`src/rtl/rgb_rot_pkg.sv`:
```
package rgb_rot_pkg;

    typedef enum logic [1:0] {
        COL_RED = 2'd0,
        COL_GRN = 2'd1,
        COL_BLU = 2'd2
    } colour_t;

    typedef enum logic [1:0] {
        CFG_MONO    = 2'd0,
        CFG_GAINROT = 2'd1,
        CFG_PIXROT  = 2'd2,
        CFG_LINEROT = 2'd3
    } cfg_t;

    typedef enum logic [1:0] {
        LN_PARK = 2'd0,
        LN_RED  = 2'd1,
        LN_GRN  = 2'd2,
        LN_BLU  = 2'd3
    } line_t;

    localparam int unsigned NUM_COL = 3;

    function automatic colour_t col_next(input colour_t c);
        case (c)
            COL_RED: return COL_GRN;
            COL_GRN: return COL_BLU;
            default: return COL_RED;
        endcase
    endfunction

endpackage

```
`src/rtl/rgb_pix_fsm.sv`:
```
module rgb_pix_fsm
    import rgb_rot_pkg::*;
(
    input  logic    clk,
    input  logic    rst_n,
    input  cfg_t    cfg,
    input  logic    sync,
    input  logic    pix_fall,
    output colour_t nxt_col,
    output logic    sim_hit
);

    colour_t state;

    // state register
    always_ff @(posedge clk) begin
        if (!rst_n) state <= COL_RED;
        else        state <= nxt_col;
    end

    // transitions: FIXED, SYNC_HOLD, ADVANCE
    always_comb begin
        nxt_col = state;
        sim_hit = 1'b0;
        unique case (cfg)
            CFG_MONO, CFG_LINEROT: begin
                nxt_col = COL_RED;                  // FIXED
            end
            CFG_GAINROT, CFG_PIXROT: begin
                if (sync) begin
                    nxt_col = COL_RED;              // SYNC_HOLD
                end else if (pix_fall) begin
                    nxt_col = col_next(state);      // ADVANCE
                    sim_hit = (cfg == CFG_PIXROT) && (state == COL_RED);
                end
            end
        endcase
    end

endmodule

```
`src/rtl/rgb_line_fsm.sv`:
```
module rgb_line_fsm
    import rgb_rot_pkg::*;
(
    input  logic    clk,
    input  logic    rst_n,
    input  cfg_t    cfg,
    input  logic    sync,
    input  logic    mode_wr,
    output colour_t nxt_col
);

    line_t state;
    line_t nxt;
    logic  sync_d;
    logic  rise;

    assign rise = sync && !sync_d;

    // state register
    always_ff @(posedge clk) begin
        if (!rst_n) begin
            state  <= LN_PARK;
            sync_d <= 1'b0;
        end else begin
            state  <= nxt;
            sync_d <= sync;
        end
    end

    // transitions: PARK, ADVANCE
    always_comb begin
        nxt = state;
        if (cfg == CFG_LINEROT) begin
            if (mode_wr) begin
                nxt = LN_PARK;                      // PARK wins over ADVANCE
            end else if (rise) begin
                unique case (state)
                    LN_PARK: nxt = LN_RED;
                    LN_RED:  nxt = LN_GRN;
                    LN_GRN:  nxt = LN_BLU;
                    LN_BLU:  nxt = LN_RED;
                endcase
            end
        end
    end

    // colour seen for the coming line
    always_comb begin
        unique case (nxt)
            LN_GRN:  nxt_col = COL_GRN;
            LN_BLU:  nxt_col = COL_BLU;
            default: nxt_col = COL_RED;
        endcase
    end

endmodule

```
`src/rtl/rgb_code_sel.sv`:
```
module rgb_code_sel
    import rgb_rot_pkg::*;
#(
    parameter int unsigned W = 6
) (
    input  logic [NUM_COL*W-1:0] codes,
    input  colour_t              col,
    output logic [W-1:0]         code
);

    logic [W-1:0] slot [NUM_COL];

    for (genvar i = 0; i < NUM_COL; i++) begin : g_slot
        assign slot[i] = codes[i*W +: W];
    end

    always_comb begin
        unique case (col)
            COL_GRN: code = slot[1];
            COL_BLU: code = slot[2];
            default: code = slot[0];
        endcase
    end

endmodule

```
`src/rtl/rgb_rot_seq.sv`:
```
module rgb_rot_seq
    import rgb_rot_pkg::*;
#(
    parameter int unsigned GAIN_W = 6,
    parameter int unsigned OFFS_W = 8
) (
    input  logic                      clk,
    input  logic                      rst_n,
    input  logic                      pix_fall,
    input  logic                      line_sync,
    input  logic                      mode_wr,
    input  logic [1:0]                sig_cfg,
    input  logic [NUM_COL*GAIN_W-1:0] gain_codes,
    input  logic [NUM_COL*OFFS_W-1:0] offs_codes,
    output logic [1:0]                mux_sel,
    output logic [GAIN_W-1:0]         gain_act,
    output logic [OFFS_W-1:0]         offs_act,
    output logic                      sim_sample
);

    cfg_t        cfg;
    colour_t     pix_col;
    colour_t     line_col;
    colour_t     code_col;
    colour_t     sel_col;
    logic        sim_hit;
    logic        load;
    logic [GAIN_W-1:0] gain_nxt;
    logic [OFFS_W-1:0] offs_nxt;

    assign cfg  = cfg_t'(sig_cfg);
    assign load = pix_fall || line_sync || mode_wr;

    rgb_pix_fsm u_pix (
        .clk      (clk),
        .rst_n    (rst_n),
        .cfg      (cfg),
        .sync     (line_sync),
        .pix_fall (pix_fall),
        .nxt_col  (pix_col),
        .sim_hit  (sim_hit)
    );

    rgb_line_fsm u_line (
        .clk     (clk),
        .rst_n   (rst_n),
        .cfg     (cfg),
        .sync    (line_sync),
        .mode_wr (mode_wr),
        .nxt_col (line_col)
    );

    always_comb begin
        unique case (cfg)
            CFG_MONO:    begin code_col = COL_RED;  sel_col = COL_RED;  end
            CFG_GAINROT: begin code_col = pix_col;  sel_col = COL_RED;  end
            CFG_PIXROT:  begin code_col = pix_col;  sel_col = pix_col;  end
            CFG_LINEROT: begin code_col = line_col; sel_col = line_col; end
        endcase
    end

    rgb_code_sel #(.W(GAIN_W)) u_gsel (
        .codes (gain_codes),
        .col   (code_col),
        .code  (gain_nxt)
    );

    rgb_code_sel #(.W(OFFS_W)) u_osel (
        .codes (offs_codes),
        .col   (code_col),
        .code  (offs_nxt)
    );

    // output register: reloads only at colour boundaries
    always_ff @(posedge clk) begin
        if (!rst_n) begin
            mux_sel    <= '0;
            gain_act   <= '0;
            offs_act   <= '0;
            sim_sample <= 1'b0;
        end else begin
            sim_sample <= sim_hit;
            if (load) begin
                mux_sel  <= sel_col;
                gain_act <= gain_nxt;
                offs_act <= offs_nxt;
            end
        end
    end

endmodule

```
`config.mk`:
```
export PLATFORM = sky130hd
export DESIGN_NAME = rgb_rot_seq
export DESIGN_NICKNAME = d
export VERILOG_FILES = /design/src/rtl/rgb_rot_pkg.sv /design/src/rtl/rgb_pix_fsm.sv /design/src/rtl/rgb_line_fsm.sv /design/src/rtl/rgb_code_sel.sv /design/src/rtl/rgb_rot_seq.sv
export SDC_FILE = /design/constraint.sdc
export NUM_CORES = 1
export LEC_CHECK = 0
export CAP_MARGIN = 20
export CORE_MARGIN = 5
export CORE_UTILIZATION = 39
export DETAILED_ROUTE_END_ITERATION = 12
export GPL_ROUTABILITY_DRIVEN = 0
export PLACE_DENSITY = 0.79
export SLEW_MARGIN = 15
export SYNTH_ARGS = -nofsm -noshare
export SYNTH_HDL_FRONTEND = slang
export SYNTH_SLANG_ARGS = --single-unit
```
`constraint.sdc`:
```
create_clock -name clk -period 3.2 [get_ports clk]
set_clock_uncertainty 0.1 [all_clocks]
set_input_delay 0.48 -clock clk [delete_from_list [all_inputs] [get_ports clk]]
set_output_delay 0.48 -clock clk [all_outputs]
set_load 0.01 [all_outputs]
```
After elaboration in Yosys (flattened, before gate mapping). Cells that the tools add are included.

Bits in registers: 22. Output and inout port bits: 17.

Equality and inequality tests: 11. Mux-type cells: 13. Bitwise operators: 3. Reductions and logical operators: 13.

Operators with widths (count): 2-bit case mux with 3 select lines (3); 8-bit case mux with 2 select lines (1); 2-bit == test (second input constant) (7); 2-bit case mux with 2 select lines (3); 6-bit case mux with 2 select lines (1); 2-bit two-way mux (5); 2-bit by 1-bit == test with 1-bit output (second input constant) (4); 2-bit OR reduction (4); 2-bit zero test (3); 4-bit OR reduction (1); 1-bit inverter (3); 1-bit logical AND (2); 1-bit logical OR (2); 1-bit zero test (1).

Logic depth before layout (Yosys ltp).
Word-level depth: 11. Mapped depth: 13. Gate-level depth less buffers: 11.

Cells and area by module. A second synthesis with hierarchy kept.

Cell total of the unflattened synthesis: 171. Area total of the unflattened synthesis: 1405.1 um^2.

By module, submodules not included: rgb_rot_seq (times used 1, cells an instance 81, area each 757.0 um^2); rgb_code_sel at u_osel (times used 1, cells an instance 31, area each 192.7 um^2); rgb_line_fsm (times used 1, cells an instance 21, area each 177.7 um^2); rgb_pix_fsm (times used 1, cells an instance 15, area each 140.1 um^2); rgb_code_sel at u_gsel (times used 1, cells an instance 23, area each 137.6 um^2).

Worst setup path after synthesis. Ideal clock, no wire load.

Path kind: input -> register. Start: input sig_cfg[0]. End: register gain_act[0]. Arrival: 2.266 ns. Setup slack: 0.764 ns. Cell stages on the path: 12. Buffers on the path: 2. Cell sequence: inv_1 -> ha_1 -> nor2b_1 -> nand2_1 -> a21o_1 -> ha_1 -> buf_2 -> clkbuf_1 -> nand2_1 -> o21ai_0 -> nand2_1 -> a21boi_1.

Longest elaborated chain between the ends: 7. Elaborated cells on any way between the ends: 15. Those cells by class: eq/ne: 7; mux: 5; reduce/logical: 3.

Ends and longest elaborated chain: start: declaration (RTL line rgb_rot_seq.sv:12) `input logic [1:0] sig_cfg,`; 2-bit == test (RTL line rgb_pix_fsm.sv:25, rgb_line_fsm.sv:33, rgb_rot_seq.sv:54); 2-bit two-way mux (RTL line rgb_line_fsm.sv:33) `if (cfg == CFG_LINEROT) begin`; 2-bit == test (RTL line rgb_line_fsm.sv:49) `unique case (nxt)`; 2-bit case mux with 2 select lines (RTL line rgb_line_fsm.sv:49); 2-bit case mux with 3 select lines * (RTL line rgb_rot_seq.sv:54) `unique case (cfg)`; 2-bit == test / 2-bit by 1-bit == test with 1-bit output (equally long branches) (RTL line rgb_code_sel.sv:18) `unique case (col)`; 6-bit case mux with 2 select lines * (RTL line rgb_code_sel.sv:18); end signal: assignment (RTL line rgb_rot_seq.sv:85) `gain_act <= gain_nxt;`; end: declaration (RTL line rgb_rot_seq.sv:16) `output logic [GAIN_W-1:0] gain_act,`.

Mark *: on every way between the ends. The rest lies on a longest branch, timed or not. A chain may end at the register's enable or synchronous reset.

Final worst setup path.
Start: input sig_cfg[1]. End: register offs_act[6].

Longest elaborated chain between the ends: 7. Elaborated cells on any way between the ends: 15. Those cells by class: eq/ne: 7; mux: 5; reduce/logical: 3.

Ends and longest elaborated chain: 2-bit == test (RTL line rgb_pix_fsm.sv:25, rgb_line_fsm.sv:33, rgb_rot_seq.sv:54); 2-bit two-way mux (RTL line rgb_line_fsm.sv:33); 2-bit == test (RTL line rgb_line_fsm.sv:49); 2-bit case mux with 2 select lines (RTL line rgb_line_fsm.sv:49); 2-bit case mux with 3 select lines * (RTL line rgb_rot_seq.sv:54); 2-bit == test / 2-bit by 1-bit == test with 1-bit output (equally long branches) (RTL line rgb_code_sel.sv:18); 8-bit case mux with 2 select lines * (RTL line rgb_code_sel.sv:18); end signal: assignment (RTL line rgb_rot_seq.sv:86) `offs_act <= offs_nxt;`; end: declaration (RTL line rgb_rot_seq.sv:17) `output logic [OFFS_W-1:0] offs_act,`.

Marked as above.

==> results <==
worst max-delay path: stages:
cell	delay (ns)
clkdlybuf4s50_1	0.50
inv_1	0.05
ha_1	0.25
nor2b_1	0.29
nand2_1	0.12
a21oi_1	0.16
ha_1	0.50
a22oi_1	0.18
o21ai_0	0.20
nand2_1	0.07
a21boi_1	0.15
flip-flops by register name, summed over array words and instances, names as in the netlist:
register       flops
u_line.sync_d      1
sim_sample         1
offs_act           8
gain_act           6
u_line.state       2
u_pix.state        2
mux_sel            2
cell families (layout without fill, tap and decap cells):
kind of cell | after synthesis | count (layout) | synth area share, %
mux | 2 | 2 | 1.662
fa+ha+maj | 6 | 6 | 5.865
compound gates | 56 | 56 | 28.45
simple gates | 65 | 65 | 23.36
flops | 22 | 22 | 34.41
buf+inv | 16 | 78 | 6.256
metal layers:
metal	routed length [um]	part of all wire [%]	up-vias	GRT usage, %
met4	28	0.79	0	3.038
li1	-	-	701	-
met3	211	6.0	4	4.493
met2	1726	49	35	29.08
met1	1569	44	607	19.74
met5	0	0	-	0
cell type report:
| type | count | area, um2 | area share, % |
|---|---|---|---|
| multi-input cells | 129 | 759.5 | 37.98 |
| repair buffers | 68 | 685.7 | 34.29 |
| flip-flops and latches | 22 | 440.4 | 22.03 |
| well taps | 44 | 55.05 | 2.753 |
| clock buffers | 4 | 36.28 | 1.815 |
| inverters | 6 | 22.52 | 1.126 |
power groups by stage:
stage	combinational (uW)	sequential (uW)	clock [uW]
detailed placement	171	303	0
floorplan	62.2	309	0
finish	170	296	152
global placement	170	303	0
global route	186	299	176
CTS	172	297	159
worst paths after layout:
path / from / to / cells after the start
max: sig_cfg[1] / offs_act[6] / 11
min: u_pix.state[0] / sim_sample / 1
max reg2reg: u_line.state[1] / offs_act[6] / 11
min reg2reg: u_pix.state[0] / sim_sample / 1
metrics by stage:
stage	utilization, %	cells	hold WS, ns	cell area [um2]
after global routing	64.44	273	0.3575	1999
after global placement	63.27	269	0.3196	1963
final	64.44	273	0.3392	1999
after CTS	64.44	273	0.3395	1999
after floorplan	-	167	0.2987	1280
after detailed placement	63.27	269	0.3214	1963
cell usage in the layout, fill, tap and decap left out, drive strengths merged, types with 2 or more instances in the layout:
cell type      netlist  routed
a31oi                2       2
clkdlybuf4s50        0      65
inv                  6       6
nand3b               2       2
and2                 2       2
buf                  6       3
and3                 2       2
a21oi                3       3
o21ai               18      18
nand2b               4       4
a22oi               15      15
dfxtp               22      22
nor2b                3       3
clkbuf               4       4
nand2               45      45
a21o                 3       3
nor3b                2       2
a21boi              14      14
ha                   6       6
==> results.sh <==
export IMPL_ys_seq_elements=22
export IMPL_clkLatencyLatePin_ns=0.30
export IMPL_syn_inst=167
export IMPL_async_flop_share_pct=0
export IMPL_cts_resized=0
export IMPL_fmax_ghz=0.3543
export IMPL_die_area_um2=4528
export IMPL_yosys_warnings=0
export IMPL_htreeDepth=1
export IMPL_wl_per_cell_um=12.95
export IMPL_viasPerCell=4.934
export IMPL_clock_path_buffers=2
export IMPL_cts_tree="built"
export IMPL_nets=285
export IMPL_synth_distinct_cells=29
export IMPL_start_kind="primary input"
export IMPL_seq_area_frac_synth_pct=34.41
export IMPL_dp_hpwl_mm=2.700
export IMPL_fin_crit_sh_pct=88.19
export IMPL_worstMarginPinSlew_ns=0.6395
export IMPL_rows=20
export IMPL_totalWireLength_mm=3.536
export IMPL_power_internal_uw=464.0
export IMPL_drive_gt1_share_pct=3.493
export IMPL_synth_most_common_cell="nand2_1"
export IMPL_p_sw_uw=155.2
export IMPL_relSlewSlack_pct=57.24
export IMPL_outcome="complete, no violations"
export IMPL_power_total_uw=619.2
export IMPL_core_um2=3103
export IMPL_pwr_share_seq_pct=47.9
export IMPL_antenna_left=0
export IMPL_ctsHoldBuffers=0
export IMPL_n_antenna_cell=0
export IMPL_layout_setup_ws_ns=0.3778
export IMPL_p_sw_share_pct=25.07
export IMPL_grt_setup_unrepaired="false"
export IMPL_synthTopCellsByCount="nand2_1 (45), dfxtp_1 (22), a22oi_1 (15), o21ai_0 (15), a21boi_1 (10)"
export IMPL_overflow=0
export IMPL_yosys_top_cells_area="dfxtp_1 (34%), nand2_1 (13%), a22oi_1 (8.8%)"
export IMPL_ir_worst_vdd_mv=0.2682
export IMPL_syn_area_um2=1280
export IMPL_root_buffer="clkbuf_4"
export IMPL_criticalPathCategory="primary input to flop"
export IMPL_grt_pass1_vias=1255
export IMPL_setup_violations_final=0
export IMPL_clkPwrFrac_pct=24.6
export IMPL_slew_viol_final=0
export IMPL_cts_sinks=22
export IMPL_drv_cap=0
export IMPL_hold_path_class="flop to flop"
export IMPL_synth_top_area_share_pct=34.41
export IMPL_drt_iter0_markers=69
export IMPL_die_h_um=67.29
export IMPL_finalSetupTns_ns=0
export IMPL_start_util_pct=41.25
export IMPL_pin_count=66
export IMPL_synth_nets=222
export IMPL_path_clk_slew_ns=0.12
export IMPL_yosysTopAreaCell="dfxtp_1"
export IMPL_grt_pass1_wl_mm=5.706
export IMPL_regToRegSetupSlack_ns=0.71
export IMPL_p_comb_share_pct=27.5
export IMPL_drcViolationCount=0
export IMPL_crit_path_end_kind="flop"
export IMPL_grt_max_degree=29
export IMPL_p_leak_uw=0.0007837
export IMPL_vias=1347
export IMPL_ys_flop_type="dfxtp_1"
export IMPL_finalHoldViolCount=0
export IMPL_cp_max_fo=14
export IMPL_postCtsSetupBuffers=0
export IMPL_antenna_found_initial=0
export IMPL_die_x_um=67.29
export IMPL_track_usage_pct=16.36
export IMPL_synth_enable_flop_cells=0
export IMPL_cts_buffers=3
export IMPL_dp_worst_setup_slack_ns=0.04613
export IMPL_p_per_area_nw_per_um2=309.7
export IMPL_arrival_ns=2.97
export IMPL_io_buffers=65
export IMPL_fin_crit_ns=2.822
export IMPL_required_ns=3.35
export IMPL_n_fill_cell=302
export IMPL_syn_mean_instance_area_um2=7.665
export IMPL_syn_to_final_growth_pct=56.21
export IMPL_firstDrtPassIters=4
Power figures use the tool's default switching activity.
